[src/rtl/pcm_port_pkg.sv]
// Shared types for the frame-sync PCM serial port.
// Assumes: nothing beyond the 1800-2017 language.
package pcm_port_pkg;
    // Frame timing class decided from a sync pulse
    typedef enum logic {
        FMT_SHORT = 1'b0,
        FMT_LONG  = 1'b1
    } sync_fmt_e;
endpackage

[src/rtl/pcm_in_sync.sv]
// Multi-stage synchronizer for a group of slow asynchronous lines.
// Assumes: every line is held for many system clocks, so skew between
// lines of the group does not matter.
module pcm_in_sync #(
    parameter int W      = 5,
    parameter int STAGES = 2
) (
    input  logic         clk,
    input  logic         rst_n,
    input  logic [W-1:0] d,
    output logic [W-1:0] q
);
    logic [W-1:0] pipe [STAGES];

    // Shift the raw lines through the synchronizer stages
    always_ff @(posedge clk) begin
        if (!rst_n) begin
            for (int i = 0; i < STAGES; i++) pipe[i] <= '0;
        end else begin
            pipe[0] <= d;
            for (int i = 1; i < STAGES; i++) pipe[i] <= pipe[i-1];
        end
    end

    assign q = pipe[STAGES-1];
endmodule

[src/rtl/pcm_frame_track.sv]
// Frame tracker for one direction. Finds the bit-clock edges and the
// frame-sync rising edge, numbers the falling edges from e0, and classes
// each sync pulse as long or short. The class of one pulse is applied to
// the next frame.
// Assumes: synchronized inputs; the system clock is at least 4x the bit clock.
module pcm_frame_track
    import pcm_port_pkg::*;
#(
    parameter int IDX_W = 5
) (
    input  logic             clk,
    input  logic             rst_n,
    input  logic             bclk_s,
    input  logic             fs_s,
    output logic             fall_evt,
    output logic             rise_evt,
    output logic             fs_rise_evt,
    output logic             frame_on,
    output logic [IDX_W-1:0] fall_idx,
    output sync_fmt_e        fmt
);
    localparam logic [IDX_W-1:0] IDX_MAX = '1;

    logic       bclk_d, fs_d, armed;
    logic [1:0] hi_cnt;
    logic       fall_now, rise_now, fsr_now;

    // Detect edges from one-cycle-old copies
    always_comb begin
        fall_now = bclk_d & ~bclk_s;
        rise_now = ~bclk_d & bclk_s;
        fsr_now  = fs_s & ~fs_d;
    end

    // Track edges, edge index and the sync pulse class
    always_ff @(posedge clk) begin
        if (!rst_n) begin
            bclk_d      <= 1'b0;
            fs_d        <= 1'b0;
            fall_evt    <= 1'b0;
            rise_evt    <= 1'b0;
            fs_rise_evt <= 1'b0;
            frame_on    <= 1'b0;
            armed       <= 1'b0;
            hi_cnt      <= 2'd0;
            fall_idx    <= '0;
            fmt         <= FMT_SHORT;
        end else begin
            bclk_d      <= bclk_s;
            fs_d        <= fs_s;
            fall_evt    <= fall_now;
            rise_evt    <= rise_now;
            fs_rise_evt <= fsr_now;
            if (fsr_now) begin
                armed    <= 1'b1;
                frame_on <= 1'b0;
                hi_cnt   <= 2'd0;
                fmt      <= (hi_cnt == 2'd2) ? FMT_LONG : FMT_SHORT;
            end else if (fall_now) begin
                if (fs_s && hi_cnt != 2'd2) hi_cnt <= hi_cnt + 2'd1;
                if (fs_s && armed) begin
                    armed    <= 1'b0;
                    frame_on <= 1'b1;
                    fall_idx <= '0;
                end else if (frame_on && fall_idx != IDX_MAX) begin
                    fall_idx <= fall_idx + 1'b1;
                end
            end
        end
    end


    fmt_switch_chk: assert property (@(posedge clk) disable iff (!rst_n)
        (fmt != $past(fmt)) |-> fs_rise_evt);


    idx_step_chk: assert property (@(posedge clk) disable iff (!rst_n)
        (fall_idx != $past(fall_idx)) |-> fall_evt);
endmodule

[src/rtl/pcm_tx_shift.sv]
// Transmit serializer. Latches the word at frame start, shifts it out
// MSB first on bit-clock rising edges, and controls the output enable for
// the short or long timing. Holds the output quiet for GUARD frames after
// power returns.
// Assumes: event inputs come from pcm_frame_track of the transmit side.
module pcm_tx_shift
    import pcm_port_pkg::*;
#(
    parameter int W     = 8,
    parameter int GUARD = 2,
    parameter int IDX_W = 5
) (
    input  logic             clk,
    input  logic             rst_n,
    input  logic             pwr_up,
    input  logic [W-1:0]     word,
    input  logic             fs_s,
    input  logic             fall_evt,
    input  logic             rise_evt,
    input  logic             fs_rise_evt,
    input  logic             frame_on,
    input  logic [IDX_W-1:0] fall_idx,
    input  sync_fmt_e        fmt,
    output logic             sdata,
    output logic             oe
);
    localparam int GW = $clog2(GUARD + 1);
    localparam logic [GW-1:0]    GUARD_FULL = GW'(GUARD);
    localparam logic [IDX_W-1:0] LSB_SHORT  = IDX_W'(W);
    localparam logic [IDX_W-1:0] LSB_LONG   = IDX_W'(W - 1);

    logic [W-1:0]  sh;
    logic          drv, live, lsb_done, fs_q;
    logic [GW-1:0] guard;
    sync_fmt_e     mode;

    // Serialize the word and manage the output window
    always_ff @(posedge clk) begin
        if (!rst_n) begin
            sh       <= '0;
            drv      <= 1'b0;
            live     <= 1'b0;
            lsb_done <= 1'b0;
            guard    <= '0;
            mode     <= FMT_SHORT;
            fs_q     <= 1'b0;
        end else begin
            fs_q <= fs_s;
            if (!pwr_up) begin
                drv   <= 1'b0;
                live  <= 1'b0;
                guard <= '0;
            end else if (fs_rise_evt) begin
                lsb_done <= 1'b0;
                mode     <= fmt;
                sh       <= word;
                if (guard == GUARD_FULL) begin
                    live <= 1'b1;
                    drv  <= (fmt == FMT_LONG);
                end else begin
                    live  <= 1'b0;
                    drv   <= 1'b0;
                    guard <= guard + GW'(1);
                end
            end else begin
                if (rise_evt && live && frame_on) begin
                    if (mode == FMT_SHORT) begin
                        if (fall_idx == '0) drv <= 1'b1;
                        else if (fall_idx < LSB_SHORT) sh <= {sh[W-2:0], 1'b0};
                    end else if (fall_idx < LSB_LONG) begin
                        sh <= {sh[W-2:0], 1'b0};
                    end
                end
                if (fall_evt && frame_on &&
                    fall_idx == ((mode == FMT_LONG) ? LSB_LONG : LSB_SHORT))
                    lsb_done <= 1'b1;
                if (mode == FMT_SHORT && fall_evt && frame_on && fall_idx == LSB_SHORT)
                    drv <= 1'b0;
                if (mode == FMT_LONG && lsb_done && !fs_q)
                    drv <= 1'b0;
            end
        end
    end

    assign sdata = sh[W-1];
    assign oe    = drv;


    pwrdn_quiet_chk: assert property (@(posedge clk) disable iff (!rst_n)
        !pwr_up |=> !oe);


    guard_open_chk: assert property (@(posedge clk) disable iff (!rst_n)
        $rose(oe) |-> (guard == GUARD_FULL));


    short_start_chk: assert property (@(posedge clk) disable iff (!rst_n)
        ($rose(oe) && mode == FMT_SHORT) |-> $past(rise_evt));


    long_start_chk: assert property (@(posedge clk) disable iff (!rst_n)
        ($rose(oe) && mode == FMT_LONG) |-> $past(fs_rise_evt));


    long_hold_chk: assert property (@(posedge clk) disable iff (!rst_n)
        (oe && mode == FMT_LONG && fs_q && pwr_up && !fs_rise_evt) |=> oe);
endmodule

[src/rtl/pcm_rx_shift.sv]
// Receive deserializer. Captures eight bits on bit-clock falling edges in
// the window set by the frame's timing class. Presents the byte with a
// one-cycle strobe.
// Assumes: event inputs come from pcm_frame_track of the receive side.
module pcm_rx_shift
    import pcm_port_pkg::*;
#(
    parameter int W     = 8,
    parameter int IDX_W = 5
) (
    input  logic             clk,
    input  logic             rst_n,
    input  logic             pwr_up,
    input  logic             sdata_s,
    input  logic             fall_evt,
    input  logic             rise_evt,
    input  logic             fs_rise_evt,
    input  logic             frame_on,
    input  logic [IDX_W-1:0] fall_idx,
    input  sync_fmt_e        fmt,
    output logic [W-1:0]     word,
    output logic             word_stb
);
    localparam logic [IDX_W-1:0] FIRST_SHORT = IDX_W'(1);
    localparam logic [IDX_W-1:0] LAST_SHORT  = IDX_W'(W);
    localparam logic [IDX_W-1:0] FIRST_LONG  = '0;
    localparam logic [IDX_W-1:0] LAST_LONG   = IDX_W'(W - 1);

    logic [W-1:0]     sh;
    logic             rd_q;
    logic [IDX_W-1:0] first, last;

    // Pick the capture window for the current frame class
    always_comb begin
        first = (fmt == FMT_LONG) ? FIRST_LONG : FIRST_SHORT;
        last  = (fmt == FMT_LONG) ? LAST_LONG  : LAST_SHORT;
    end

    // Capture bits in the window and publish the byte
    always_ff @(posedge clk) begin
        if (!rst_n) begin
            sh       <= '0;
            rd_q     <= 1'b0;
            word     <= '0;
            word_stb <= 1'b0;
        end else begin
            rd_q     <= sdata_s;
            word_stb <= 1'b0;
            if (fs_rise_evt) begin
                sh <= '0;
            end else if (fall_evt && frame_on && fall_idx >= first && fall_idx <= last) begin
                sh <= {sh[W-2:0], rd_q};
                if (fall_idx == last) begin
                    word     <= {sh[W-2:0], rd_q};
                    word_stb <= pwr_up;
                end
            end
        end
    end


    stb_source_chk: assert property (@(posedge clk) disable iff (!rst_n)
        word_stb |-> ($past(fall_evt) && $past(pwr_up)));


    rise_no_capture_chk: assert property (@(posedge clk) disable iff (!rst_n)
        (rise_evt && !fs_rise_evt) |=> $stable(sh));
endmodule

[src/rtl/pcm_frame_port.sv]
// Top of the frame-sync PCM serial port. Synchronizes the serial lines,
// runs one frame tracker per direction, and feeds the transmit serializer
// and the receive deserializer.
// Assumes: the system clock is at least 8x the faster bit clock.
module pcm_frame_port
    import pcm_port_pkg::*;
#(
    parameter int W           = 8,
    parameter int SYNC_STAGES = 2,
    parameter int GUARD       = 2
) (
    input  logic         clk,
    input  logic         rst_n,
    input  logic         pwr_up,
    input  logic         tx_bclk,
    input  logic         tx_fsync,
    input  logic [W-1:0] tx_word,
    output logic         tx_sdata,
    output logic         tx_oe,
    input  logic         rx_bclk,
    input  logic         rx_fsync,
    input  logic         rx_sdata,
    output logic [W-1:0] rx_word,
    output logic         rx_word_stb
);
    localparam int IDX_W = $clog2(W + 3) + 1;

    logic [4:0] raw_lines, syn_lines;
    logic t_bclk_s, t_fs_s, r_bclk_s, r_fs_s, r_dat_s;

    logic             t_fall, t_rise, t_fsr, t_on;
    logic [IDX_W-1:0] t_idx;
    sync_fmt_e        t_fmt;
    logic             r_fall, r_rise, r_fsr, r_on;
    logic [IDX_W-1:0] r_idx;
    sync_fmt_e        r_fmt;

    assign raw_lines = {tx_bclk, tx_fsync, rx_bclk, rx_fsync, rx_sdata};
    assign {t_bclk_s, t_fs_s, r_bclk_s, r_fs_s, r_dat_s} = syn_lines;

    pcm_in_sync #(.W(5), .STAGES(SYNC_STAGES)) u_sync (
        .clk(clk), .rst_n(rst_n), .d(raw_lines), .q(syn_lines));

    pcm_frame_track #(.IDX_W(IDX_W)) u_tx_trk (
        .clk(clk), .rst_n(rst_n), .bclk_s(t_bclk_s), .fs_s(t_fs_s),
        .fall_evt(t_fall), .rise_evt(t_rise), .fs_rise_evt(t_fsr),
        .frame_on(t_on), .fall_idx(t_idx), .fmt(t_fmt));

    pcm_frame_track #(.IDX_W(IDX_W)) u_rx_trk (
        .clk(clk), .rst_n(rst_n), .bclk_s(r_bclk_s), .fs_s(r_fs_s),
        .fall_evt(r_fall), .rise_evt(r_rise), .fs_rise_evt(r_fsr),
        .frame_on(r_on), .fall_idx(r_idx), .fmt(r_fmt));

    pcm_tx_shift #(.W(W), .GUARD(GUARD), .IDX_W(IDX_W)) u_tx (
        .clk(clk), .rst_n(rst_n), .pwr_up(pwr_up), .word(tx_word),
        .fs_s(t_fs_s), .fall_evt(t_fall), .rise_evt(t_rise),
        .fs_rise_evt(t_fsr), .frame_on(t_on), .fall_idx(t_idx), .fmt(t_fmt),
        .sdata(tx_sdata), .oe(tx_oe));

    pcm_rx_shift #(.W(W), .IDX_W(IDX_W)) u_rx (
        .clk(clk), .rst_n(rst_n), .pwr_up(pwr_up), .sdata_s(r_dat_s),
        .fall_evt(r_fall), .rise_evt(r_rise), .fs_rise_evt(r_fsr),
        .frame_on(r_on), .fall_idx(r_idx), .fmt(r_fmt),
        .word(rx_word), .word_stb(rx_word_stb));
endmodule

[config.mk]
export PLATFORM = sky130hd
export DESIGN_NAME = pcm_frame_port
export DESIGN_NICKNAME = d
export VERILOG_FILES = /design/src/rtl/pcm_port_pkg.sv /design/src/rtl/pcm_in_sync.sv /design/src/rtl/pcm_frame_track.sv /design/src/rtl/pcm_tx_shift.sv /design/src/rtl/pcm_rx_shift.sv /design/src/rtl/pcm_frame_port.sv
export SDC_FILE = /design/constraint.sdc
export NUM_CORES = 1
export LEC_CHECK = 0
export BUFFER_PORTS_ARGS = -buffer_cell sky130_fd_sc_hd__clkbuf_2
export CORE_ASPECT_RATIO = 0.7
export CORE_MARGIN = 4
export CORE_UTILIZATION = 50
export DETAILED_ROUTE_END_ITERATION = 6
export GPL_ROUTABILITY_DRIVEN = 0
export PLACE_DENSITY = 0.69
export SYNTH_ARGS = -nofsm -noshare
export SYNTH_HDL_FRONTEND = slang
export SYNTH_SLANG_ARGS = --single-unit
[constraint.sdc]
create_clock -name clk -period 2.9 [get_ports clk]
set_clock_uncertainty 0.15 [all_clocks]
set_input_delay 0.145 -clock clk [delete_from_list [all_inputs] [get_ports clk]]
set_output_delay 0.145 -clock clk [all_outputs]
set_load 0.005 [all_outputs]
==> flow_summary.ini <==
[pwr]
power_switching_w = 0.0003647
static-leakage-power_nw = 1.335
vdd_drop_max_mv = 0.3180
p_comb_share_pct = 4.3
pwr-share-seq_pct = 56.5
switching_share_pct = 20.86
power_density_nw_per_um2 = 499.7
internal_power_w = 0.001384
clkPwrFrac_pct = 39.3

[grt]
grt_pass1_vias = 2152
grt_antenna_before_repair = 0
grt.total_usage_pct = 16.81
grt-ovfl-total = 0
grt_max_degree = 30
grt_pass1_wl_um = 9818

[sta]
slew_violations = 0
final_hold_viol_count = 0
finalSetupTns_ns = 0
clock.fmax_mhz = 420.9
setup_viol = 0
relSlewSlack_pct = 62.95
period_share_pct = 81.93
period_needed_ns = 2.376
worstMarginPinSlew_ns = 0.5529
rsz0062_at_grt = no

[logic_synthesis]
synthCells = 330
synth-simple-area-share_pct = 23.78
synth.ff_latch_count = 70
syn_avg_cell_area_um2 = 9.058
synth-edff-count = 0
synth-async-reset-ratio_pct = 0
ys.flop_type = dfxtp_1
synth_top_area_share_pct = 46.88
yosys.area.top_type = dfxtp_1
yosysWarnings = 0
syn_area_um2 = 2989
synth-adder-area-share_pct = 5.442
synthMuxAreaShare_pct = 3.684
synth_nets = 359
yosys-top-cells-area = dfxtp_1, ha_1, nand2_1
ys_types = 45
synth_top_family_by_area = simple AND/OR/NAND/NOR gates
synth-xor-area-share_pct = 1.172
synth_seq_area_share_pct = 46.88
synth_compound_area_share_pct = 15.66

[finish]
syn2layout_area_growth_pct = 17.04
fin_nets = 402
antennaDiodeCount = 0
final_cell_mix = dfxtp_1, nand2_1, nor2_1
layout_commonest_cell = dfxtp_1
drive_above_1_share_pct = 13.56
num-fill-cells = 518
fin_util_pct = 60.78

[critical_path]
r2r_slack_ns = 0.52
crit_fanout = 10
cp_slowest_cell = or4b_4
critPathMaxStageDelay_ns = 0.52
critical_path_class = register to register
crit_required_ns = 2.94
start_kind = register
cp.arrival_ns = 2.42
cp-end-kind = register
worstPathCellList = inv_1, ha_1, or4b_4, o311ai_4, a21oi_4, mux2i_1

[clocking]
clk_latency_ns = 0.32
clkTransAtPathRegs_ns = 0.07
cts.htree.levels = 3
cts_tree = done
clock_path_buffers = 2
post_cts_resized = 0
cts_made_buffers = 9
cts.sinks = 70
root_buffer = clkbuf_8

[routing]
postRouteAntennaNets = 0
wl_per_cell_um = 13.16
vias = 2367
first_pass_iters = 4
drtIter0Drc = 134
wl_um = 5937
viasPerCell = 5.248
drc = 0

[place]
dp_hpwl_um = 4255
io_buffers = 26

[die]
die_x_um = 100.4
start_util_pct = 51.93
die_y_um = 72.69
die_area_um2 = 7299
core-area_um2 = 5756
placementRows = 23
io_pins = 27

[job]
drv_cap = 0

[min_path]
holdCritPathClass = primary input to register

[status]
status = finished clean
[synth_stat cells, drive strengths merged, types with 4 or more instances]
master  instances
and2           16
mux2i          11
xnor2           4
dfxtp          70
nor2           28
o21ai          19
a211oi          5
o31a            7
nor2b           8
nand2b          7
ha             13
inv            18
and3            9
nand2          32
a21oi          22
clkbuf          9
nand3          19
[cells by family (layout without fill, tap and decap cells)]
logic type,count (synthesis),count (layout)
buf+inv,27,73
fa+ha+maj,13,13
simple gates,137,137
xor+xnor,4,4
flops,70,70
compound gates,68,68
mux,11,11
[final cells by class]
type                    instances  area, um2  area share [%]
multi-input cells             233       1486           42.49
flip-flops and latches         70       1401           40.06
repair buffers                 41      275.3           7.868
clock buffers                  13      168.9           4.828
well taps                      75      93.84           2.682
inverters                      18      67.56           1.931
clock inverters                 1      5.005          0.1431
[power groups by stage]
stage	combinational, W	sequential (W)	clock [W]
floorplan	0.0000403	0.00101	0
global placement	0.0000597	0.00101	0
detailed placement	0.0000613	0.00101	0
CTS	0.0000753	0.000987	0.000706
global route	0.0000840	0.000989	0.000741
finish	0.0000748	0.000987	0.000686
[flip-flops by register name, summed over array words and instances (netlist names), 2 cells and up]
register           cells
u_rx.sh                7
u_sync.pipe           10
u_rx_trk.hi_cnt        2
u_tx.sh                8
u_rx.word              8
u_tx.guard             2
u_tx_trk.hi_cnt        2
u_rx_trk.fall_idx      5
u_tx_trk.fall_idx      5
[metal layers]
metal	vias up	wire length, um	part of all wire (%)	global-route usage, %
met5	-	0	0	0
li1	1239	-	-	-
met4	0	24	0.40	5.381
met1	1075	3128	53	23.58
met2	51	2426	41	24.52
met3	2	357	6.0	5.444
[worst max-delay path, delay by kind of cell (launching register included)]
| family | cells | cell delay, ns |
|---|---|---|
| compound gates | 2 | 0.59 |
| simple gates | 1 | 0.52 |
| flops | 1 | 0.37 |
| fa+ha+maj | 1 | 0.36 |
| mux | 1 | 0.15 |
| buf+inv | 1 | 0.12 |
[timing repair]
item	CTS	global route
endpoints found under the hold margin	13	0
hold buffers	13	0
endpoints found under the setup margin	0	0
buffers inserted	0	0
[metrics by stage]
step | total power (W) | hold slack (ns) | setup WS (ns) | cells | instance area [um2]
after floorplan | 0.001046 | 0.1223 | 0.7663 | 330 | 2989
after detailed placement | 0.001070 | 0.2051 | 0.5196 | 424 | 3194
after global placement | 0.001068 | 0.2010 | 0.5834 | 424 | 3194
after CTS | 0.001768 | 0.09340 | 0.5094 | 451 | 3498
after global routing | 0.001814 | 0.1304 | 0.3925 | 451 | 3498
final | 0.001748 | 0.1273 | 0.5239 | 451 | 3498
[worst paths after layout]
check | from | end | cells after the start
max | u_rx_trk.fmt | u_rx.sh[1] | 6
min | pwr_up | u_tx.lsb_done | 3
max reg2reg | u_rx_trk.fmt | u_rx.sh[1] | 6
min reg2reg | u_sync.pipe[0][2] | u_sync.pipe[0][7] | 1
Note: power is estimated with default switching activity, not from simulation.
